### src/rtl/iso_out_pkg.sv
package iso_out_pkg;
  localparam int unsigned NUM_SLOTS = 2;
  localparam int unsigned BYTE_W    = 8;
  localparam int unsigned WORD_W    = 32;
  typedef logic [BYTE_W-1:0] byte_t;
endpackage

### src/rtl/iso_out_store.sv
module iso_out_store #(
  parameter int unsigned DEPTH = 256,
  localparam int unsigned AW   = $clog2(DEPTH)
) (
  input  logic               clk,
  input  logic               we,
  input  logic [AW-1:0]      waddr,
  input  iso_out_pkg::byte_t wdata,
  input  logic [AW-1:0]      raddr,
  output iso_out_pkg::byte_t rdata
);
  iso_out_pkg::byte_t mem [DEPTH];

  always_ff @(posedge clk) begin
    if (we) mem[waddr] <= wdata;
  end

  assign rdata = mem[raddr];
endmodule

### src/rtl/iso_out_fill.sv
module iso_out_fill #(
  parameter int unsigned SLOT_BYTES = 128,
  localparam int unsigned IDX_W     = $clog2(SLOT_BYTES),
  localparam int unsigned CNT_W     = IDX_W + 1
) (
  input  logic               clk,
  input  logic               rst_n,
  input  logic               wr_valid,
  input  iso_out_pkg::byte_t wr_data,
  input  logic               wr_eop,
  input  logic               slot_free,
  output logic               wr_ready,
  output logic               mem_we,
  output logic [IDX_W:0]     mem_waddr,
  output iso_out_pkg::byte_t mem_wdata,
  output logic               close,
  output logic               close_slot,
  output logic [CNT_W-1:0]   close_cnt,
  output logic               ovf_flag
);
  logic             wr_slot;
  logic [CNT_W-1:0] fcnt;
  logic             take, room, store, drop_long;

  always_comb begin
    wr_ready  = slot_free;
    take      = wr_valid & slot_free;
    room      = (fcnt < CNT_W'(SLOT_BYTES));
    store     = take & room;
    drop_long = take & ~room;
    close_cnt = fcnt + CNT_W'(store);
    close     = slot_free & wr_eop & (close_cnt != '0);
    mem_we    = store;
    mem_waddr = {wr_slot, fcnt[IDX_W-1:0]};
    mem_wdata = wr_data;
  end

  assign close_slot = wr_slot;

  always_ff @(posedge clk or negedge rst_n) begin
    if (!rst_n) begin
      wr_slot  <= 1'b0;
      fcnt     <= '0;
      ovf_flag <= 1'b0;
    end else begin
      if (close) begin
        fcnt    <= '0;
        wr_slot <= ~wr_slot;
      end else if (store) begin
        fcnt <= fcnt + 1'b1;
      end
      if (drop_long) ovf_flag <= 1'b1;
    end
  end
endmodule

### src/rtl/iso_out_drain.sv
module iso_out_drain #(
  parameter int unsigned SLOT_BYTES = 128,
  localparam int unsigned IDX_W     = $clog2(SLOT_BYTES),
  localparam int unsigned CNT_W     = IDX_W + 1
) (
  input  logic                             clk,
  input  logic                             rst_n,
  input  logic [iso_out_pkg::NUM_SLOTS-1:0] slot_full,
  input  logic [iso_out_pkg::NUM_SLOTS-1:0][CNT_W-1:0] slot_cnt,
  input  iso_out_pkg::byte_t               mem_rdata,
  input  logic                             rd_ready,
  output logic                             rd_valid,
  output logic [iso_out_pkg::WORD_W-1:0]   rd_data,
  output logic [IDX_W:0]                   mem_raddr,
  output logic                             release_o,
  output logic                             rd_slot,
  output logic                             udf_flag
);
  logic [IDX_W-1:0]   ridx;
  logic [CNT_W-1:0]   cur_cnt;
  iso_out_pkg::byte_t last_q;
  logic               pop, at_end;

  always_comb begin
    rd_valid  = slot_full[rd_slot];
    cur_cnt   = slot_cnt[rd_slot];
    pop       = rd_valid & rd_ready;
    at_end    = ((CNT_W'(ridx) + 1'b1) == cur_cnt);
    release_o = pop & at_end;
    mem_raddr = {rd_slot, ridx};
    rd_data   = {{(iso_out_pkg::WORD_W-iso_out_pkg::BYTE_W){1'b0}},
                 (rd_valid ? mem_rdata : last_q)};
  end

  always_ff @(posedge clk or negedge rst_n) begin
    if (!rst_n) begin
      rd_slot  <= 1'b0;
      ridx     <= '0;
      last_q   <= '0;
      udf_flag <= 1'b0;
    end else begin
      if (pop) begin
        last_q <= mem_rdata;
        if (at_end) begin
          ridx    <= '0;
          rd_slot <= ~rd_slot;
        end else begin
          ridx <= ridx + 1'b1;
        end
      end
      if (rd_ready && !rd_valid) udf_flag <= 1'b1;
    end
  end
endmodule

### src/rtl/iso_out_pingpong.sv
module iso_out_pingpong #(
  parameter int unsigned TOTAL_BYTES = 256,
  localparam int unsigned NSLOT      = iso_out_pkg::NUM_SLOTS,
  localparam int unsigned SLOT_BYTES = TOTAL_BYTES / NSLOT,
  localparam int unsigned IDX_W      = $clog2(SLOT_BYTES),
  localparam int unsigned CNT_W      = IDX_W + 1,
  localparam int unsigned AW         = $clog2(TOTAL_BYTES)
) (
  input  logic        clk,
  input  logic        rst_n,
  input  logic        wr_valid,
  output logic        wr_ready,
  input  logic [7:0]  wr_data,
  input  logic        wr_eop,
  output logic        rd_valid,
  input  logic        rd_ready,
  output logic [31:0] rd_data,
  output logic        out_nak,
  output logic        irq,
  output logic        dma_req,
  output logic        ovf_flag,
  output logic        udf_flag
);
  logic [NSLOT-1:0]            slot_full;
  logic [NSLOT-1:0][CNT_W-1:0] slot_cnt;
  logic                        close, close_slot, release_s, rd_slot;
  logic [CNT_W-1:0]            close_cnt;
  logic                        mem_we;
  logic [AW-1:0]               mem_waddr, mem_raddr;
  iso_out_pkg::byte_t          mem_wdata, mem_rdata;
  logic                        wr_slot_free;

  iso_out_fill #(.SLOT_BYTES(SLOT_BYTES)) u_fill (
    .clk(clk), .rst_n(rst_n),
    .wr_valid(wr_valid), .wr_data(wr_data), .wr_eop(wr_eop),
    .slot_free(wr_slot_free), .wr_ready(wr_ready),
    .mem_we(mem_we), .mem_waddr(mem_waddr), .mem_wdata(mem_wdata),
    .close(close), .close_slot(close_slot), .close_cnt(close_cnt),
    .ovf_flag(ovf_flag)
  );

  iso_out_drain #(.SLOT_BYTES(SLOT_BYTES)) u_drain (
    .clk(clk), .rst_n(rst_n),
    .slot_full(slot_full), .slot_cnt(slot_cnt), .mem_rdata(mem_rdata),
    .rd_ready(rd_ready), .rd_valid(rd_valid), .rd_data(rd_data),
    .mem_raddr(mem_raddr), .release_o(release_s), .rd_slot(rd_slot),
    .udf_flag(udf_flag)
  );

  iso_out_store #(.DEPTH(TOTAL_BYTES)) u_store (
    .clk(clk), .we(mem_we), .waddr(mem_waddr), .wdata(mem_wdata),
    .raddr(mem_raddr), .rdata(mem_rdata)
  );

  for (genvar s = 0; s < NSLOT; s++) begin : g_slot
    always_ff @(posedge clk or negedge rst_n) begin
      if (!rst_n) begin
        slot_full[s] <= 1'b0;
        slot_cnt[s]  <= '0;
      end else if (close && (close_slot == 1'(s))) begin
        slot_full[s] <= 1'b1;
        slot_cnt[s]  <= close_cnt;
      end else if (release_s && (rd_slot == 1'(s))) begin
        slot_full[s] <= 1'b0;
      end
    end
  end

  // Writer owns the slot its pointer names; that slot is free unless full.
  assign wr_slot_free = ~slot_full[close_slot];
  assign out_nak      = &slot_full;
  assign irq          = |slot_full;
  assign dma_req      = |slot_full;
endmodule

### config.mk
export PLATFORM = sky130hd
export DESIGN_NAME = iso_out_pingpong
export DESIGN_NICKNAME = d
export VERILOG_FILES = /design/src/rtl/iso_out_pkg.sv /design/src/rtl/iso_out_store.sv /design/src/rtl/iso_out_fill.sv /design/src/rtl/iso_out_drain.sv /design/src/rtl/iso_out_pingpong.sv
export SDC_FILE = /design/constraint.sdc
export NUM_CORES = 2
export LEC_CHECK = 0
export BUFFER_PORTS_ARGS = -buffer_cell sky130_fd_sc_hd__clkbuf_2
export CORE_MARGIN = 4
export CORE_UTILIZATION = 25
export DETAILED_ROUTE_END_ITERATION = 8
export PLACE_DENSITY = 0.49
export SLEW_MARGIN = 25
export SYNTH_ARGS = -nofsm -noshare
export SYNTH_HDL_FRONTEND = slang
export SYNTH_SLANG_ARGS = --single-unit
### constraint.sdc
create_clock -name clk -period 4.6 [get_ports clk]
set_input_delay 0.46 -clock clk [delete_from_list [all_inputs] [get_ports clk]]
set_output_delay 0.46 -clock clk [all_outputs]
set_load 0.02 [all_outputs]
# After elaboration in Yosys (flattened, before gate mapping)
# Memories as Yosys holds them, arrays and structs flattened.
# Index checks and enable logic that the tools add are counted.
[word_totals]
register_bits = 45
mem_bits_rw = 2048
memories = 1
[op_classes]
n_addsub = 4
n_lt_le_gt_ge = 3
eq_ne = 1
muxes = 16
n_bitwise = 11
reduce_logical = 13
[mem_list]
columns = ["name", "depth", "width", "rd", "rd_clocked_by_memory_dff", "write_ports", "line_no", "rtl"]
rows = [
  ["u_store.mem", 256, 8, 1, 0, 1, "iso_out_store.sv:12", "iso_out_pkg::byte_t mem [DEPTH];"],
]
[op_table]
columns = ["cell", "count"]
rows = [
  ["two-way mux 8 bit", 5],
  ["two-way mux 1 bit", 10],
  ["adder 7 x 1 -> 8 bit (second input constant)", 1],
  ["adder 8 x 1 -> 8 bit", 1],
  ["adder 8 x 1 -> 8 bit (second input constant)", 1],
  ["equality test 8 bit", 1],
  ["< comparator 8 bit (second input constant)", 1],
  ["nonzero test 8 bit", 1],
  ["adder 7 x 1 -> 7 bit (second input constant)", 1],
  ["AND 1 bit", 7],
  ["two-way mux 7 bit", 1],
  ["nonzero test 2 bit", 3],
  ["logical AND 1 bit", 5],
  ["< comparator 1 x 2 -> 1 bit (second input constant)", 2],
  ["NOT 1 bit", 4],
  ["AND reduction 2 bit", 2],
  ["OR reduction 2 bit", 1],
  ["zero test 1 bit", 1],
]

# Logic depth before layout (Yosys ltp)
[depth]
depth_word = 10
depth_mapped = 14
depth_no_buf = 11

# Modules after synthesis
# A second synthesis with hierarchy kept.
[unflattened]
hier_cells = 3982
area_unflattened_um2 = 82275.2
[by_module_without_submodules]
columns = ["module", "instances", "cells_per_inst", "area_each_um2", "seq_area_each_um2"]
rows = [
  ["iso_out_store", 1, 3725, 79396.1, 61499.0],
  ["iso_out_drain", 1, 129, 1355.0, 425.4],
  ["iso_out_fill", 1, 83, 778.2, 250.2],
  ["iso_out_pingpong", 1, 45, 745.7, 450.4],
]

# Worst setup path after synthesis
# OpenSTA, ideal clock, no wires.
[synth_path]
kind = "register -> register"
startpoint = "register u_fill.wr_slot, in the netlist u_fill.close_slot"
endpoint = "register slot_cnt[0] (netlist bit)"
setup_time_ns = 0.125
arrival_time_ns = 3.690
required_ns = 4.475
path_slack_ns = 0.785
stages_incl_launch_ff = 15
path_buffers = 3
period_less_slack_ns = 3.815
path_cell_list = "dfrtp_1 > clkbuf_1 > mux2i_1 > nand2_1 > nor2_2 > buf_2 > ha_1 > nand3_1 > nor2_1 > xor2_1 > or3_1 > o41ai_1 > or3_1 > buf_2 > mux2_2"
[synth_via]
elab_chain_cells = 9
elab_cells_between_ends = 11
classes_between = "add/sub (1); mux (2); bitwise (6); reduce/logical (2)"
[synth_rtl]
columns = ["item", "line_no", "rtl"]
rows = [
  ["from (decl)", "iso_out_fill.sv:21", "logic wr_slot;"],
  ["from (signal assigned)", "iso_out_fill.sv:48", "wr_slot <= ~wr_slot;"],
  ["two-way mux 1 bit (not written as such) * (2 in series)", "iso_out_pingpong.sv:70", "assign wr_slot_free = ~slot_full[close_slot];"],
  ["NOT 1 bit *", "iso_out_pingpong.sv:70", ""],
  ["net wr_ready", "iso_out_pingpong.sv:12", "output logic wr_ready,"],
  ["AND 1 bit", "iso_out_fill.sv:27", "take = wr_valid & slot_free;"],
  ["AND 1 bit", "iso_out_fill.sv:29", "store = take & room;"],
  ["adder 8 x 1 -> 8 bit", "iso_out_fill.sv:31", "close_cnt = fcnt + CNT_W'(store);"],
  ["nonzero test 8 bit", "iso_out_fill.sv:32", "close = slot_free & wr_eop & (close_cnt != '0);"],
  ["AND 1 bit", "iso_out_fill.sv:32", ""],
  ["logical AND 1 bit", "iso_out_pingpong.sv:60", "end else if (close && (close_slot == 1'(s))) begin"],
  ["to (signal, indexed assignment)", "iso_out_pingpong.sv:62", "slot_cnt[s] <= close_cnt;"],
  ["to (decl)", "iso_out_pingpong.sv:25", "logic [NSLOT-1:0][CNT_W-1:0] slot_cnt;"],
]
# Mark *: on every way through the listed nets, which the timed path passes. The rest lies on a longest branch. The select of a mux whose other input is x is not followed.
# A chain may end at the register's enable or synchronous reset.

# Final worst setup path
[layout_path]
startpoint = "register u_drain.ridx[0]"
endpoint = "output port rd_data[1]"
[layout_via]
elab_chain_cells = 2
[layout_rtl]
columns = ["item", "line_no", "rtl"]
rows = [
  ["from (decl)", "iso_out_drain.sv:19", "logic [IDX_W-1:0] ridx;"],
  ["from (signal assigned)", "iso_out_drain.sv:48", "ridx <= ridx + 1'b1;"],
  ["memory (256 x 8 bit)", "--", ""],
  ["two-way mux 8 bit", "iso_out_drain.sv:32", "(rd_valid ? mem_rdata : last_q)};"],
  ["to (decl)", "iso_out_pingpong.sv:17", "output logic [31:0] rd_data,"],
]
# No other way between the ends.

==> results.cfg <==
[die]
row_count = 211
io_pins = 52
die_h_um = 583.7
die_w_um = 583.7
core_area_um2 = 330300
start_util_pct = 25.09
dieArea_um2 = 340700

[critical_path]
regToRegEndpoint = u_store.mem[151][7]
critPathLaunch = u_drain.ridx[0]
cp_slowest_stage_delay_ps = 610
arrival_ps = 4150
cp.required_ps = 4140
crit_path_end_kind = primary output
crit_slowest_cell = o211ai_1
cpMostUsedCell = buf_16
endpoint = rd_data[1]
cp-start-kind = flop
crit_path_cell_trace = buf_12 -> buf_16 -> buf_16 -> buf_4 -> mux4_2 -> nor2_2 -> a21oi_1 -> o211ai_1 -> o22a_2 -> a31o_2 -> o21ai_4 -> buf_6
r2r_start = u_fill.close_slot
r2r_cells = 8
path_max_fanout = 7
path_class = flop to primary output
reg2reg_slack_ps = 710

[yosys]
synth_top_area_share_pct = 74.22
synth_seq_cells = 2093
synth.yosys.warnings = 0
synth_cell_types = 76
avgSynthCellArea_um2 = 19.78
ys_top_cells_by_area = edfxtp_1 74%, mux4_2 10%, mux2i_1 1.9%
synthArstFlopShare_pct = 2.150
synth-edff-count = 2048
yosysMostFrequentCell = edfxtp_1
syn-instance-count = 4189
ys_seq_area_share_pct = 75.58
syn_area_um2 = 82860
synth_commonest_cells = 2048 x edfxtp_1, 376 x mux4_2, 348 x nor2_1
ys.flop_type = edfxtp_1
yosysTopAreaCell = edfxtp_1

[cells_and_area]
seq_area_um2 = 62640
area_delta_synth_final_pct = 17.87
multi_input_area_um2 = 19260
drive_gt1_share_pct = 27.70
fill_cells = 32097
nets = 4513

[detailed_routing]
final_antenna_net_count = 0
drc = 0
vias_per_cell = 4.686
drtIter0Drc = 4308
drtPass1Iterations = 5
routedWlPerCell_um = 26.44
via_count = 42263
wl_um = 238500

[hold_path]
hp-class = input pin to flop
hp-start = wr_data[5]

[global_route]
grt_pass1_vias = 43092
grt_pass1_wl_um = 336400
grt_util_all_layers_pct = 13.62
antenna_found_initial = 3
grt_max_degree = 131
overflow = 0

[clock_tree]
clk_latency_ps = 860
cts_sinks = 2093
htree_levels = 4
cts_buffer_depth = 4
cts-root-buf = clkbuf_16
cts_buffers = 211
clk_pin_slew_ps = 60
cts_tree = built

[run]
maxCapViolations = 0

[timing]
drv_slew = 0
fin_setup_tns_ps = -11.99
worst_slack_ps = -11.99
setup_viol = 1
worst_pin_slew_ps = 1148
period_needed_ps = 4612
clock.fmax_mhz = 216.8
fin_crit_sh_pct = 100.3
hold_viol_final = 0
clock_skew_ps = 45.88
rsz0062_at_grt = true
relSlewSlack_pct = 23.46

[run_status]
failed_checks = setup timing
status = finished with violations

[power_and_ir_drop]
power.leakage_uw = 0.02995
power.density_nw_per_um2 = 567.2
ir_drop_mv = 0.4425

[placement]
dp_hpwl_um = 148400
pre_cts_slack_ps = -185.2
gp_congestion = 0.8147
numPortBuffers = 27
layout make-up:
class	instances	area share [%]
multi-input combinational	1824	19.72
antenna	3	0.007687
tap	4366	5.593
inverter	11	0.05125
clock inverter	101	0.8122
sequential	2093	64.14
clock buffer	269	5.672
timing repair buffer	352	4.000
flip-flops by register name, indices dropped and copies added, names as in the netlist:
register and flops:
u_store.mem 2048, slot_cnt 16, u_drain.last_q 8, u_fill.fcnt 8
u_drain.ridx 7, slot_full 2, u_drain.rd_slot 1, u_drain.udf_flag 1
u_fill.close_slot 1, u_fill.ovf_flag 1
per-layer routing:
| layer | part of all wire, % | global-route usage, % | wire (µm) |
|---|---|---|---|
| met1 | 43 | 18.63 | 103400 |
| met2 | 48 | 22.09 | 113600 |
| met3 | 5.3 | 2.125 | 12700 |
| met4 | 3.7 | 4.597 | 8715 |
| met5 | 0.0029 | 0 | 7 |
worst max-delay path, delay by kind of cell (launching register included):
kind / cells / cell delay, ps
AOI/OAI and AO/OA: 5 / 1350
buffers and inverters: 5 / 800
DFF: 1 / 500
muxes: 1 / 420
and+or+nand+nor: 1 / 180
power by group:
part | leakage (µW) | internal (µW) | total (µW) | switching [µW]
Sequential | 0.0190 | 21100 | 21300 | 229
Combinational | 0.00788 | 7700 | 17900 | 10200
Clock | 0.00310 | 9040 | 16200 | 7160
Total | 0.0299 | 37800 | 55400 | 17600
worst min path at each step:
stage | to | slack, ps | depth (start not counted)
2_1_floorplan | slot_cnt[0] | 160 | 0
3_3_place_gp | u_drain.udf_flag | 440 | 1
3_5_place_dp | u_drain.last_q[5] | 470 | 2
4_1_cts | u_store.mem[229][5] | 60 | 1
5_1_grt | u_store.mem[229][5] | 70 | 1
6_report | u_store.mem[229][5] | 70 | 1
metrics by stage:
stage | power [µW] | util [%] | cells | cell area [µm²] | hold slack [ps]
5_1_grt | 57380 | 29.57 | 9017 | 97660 | 69.21
2_1_floorplan | 31230 | - | 4212 | 82940 | 164.4
3_3_place_gp | 37520 | 27.06 | 8574 | 89360 | 443.6
6_report | 55400 | 29.57 | 9019 | 97660 | 70.29
3_5_place_dp | 37530 | 27.06 | 8574 | 89380 | 472.2
4_1_cts | 55610 | 29.47 | 9006 | 97340 | 63.36
kinds of logic (layout without fill, tap and decap cells):
kind of cell | Yosys count | count (layout) | synth area share, %
adders and majority gates | 7 | 7 | 0.1057
DFF | 2093 | 2093 | 75.58
muxes | 681 | 681 | 14.43
and+or+nand+nor | 620 | 620 | 3.197
xor gates and xnor gates | 24 | 24 | 0.2537
other | 1 | 27 | 0.004526
AOI/OAI and AO/OA | 468 | 468 | 4.091
buffers and inverters | 295 | 733 | 2.332
cells in the final DEF, fill, tap and decap left out, drive strengths merged, types with 26 or more instances in the layout:
cell type / n
mux2i: 159
nand2: 138
nor2: 349
a221oi: 61
nand3: 26
clkbuf: 287
a21oi: 72
mux2: 129
a22oi: 55
buf: 323
dfrtp: 45
o221ai: 67
mux4: 393
a31oi: 35
o22ai: 35
edfxtp: 2048
nor3: 30
clkinv: 83
o21ai: 41
timing repair:
action / 4_1_cts / 5_1_grt
hold buffers: 4 / 0
pin swaps: 27 / 27
gates resized for setup: 153 / 46
buffers inserted: 46 / 11
endpoints found under the setup margin: 8 / 8
hold endpoints to repair: 30 / 0
gates cloned: 13 / 0
Note: power is estimated with default switching activity, not from simulation.
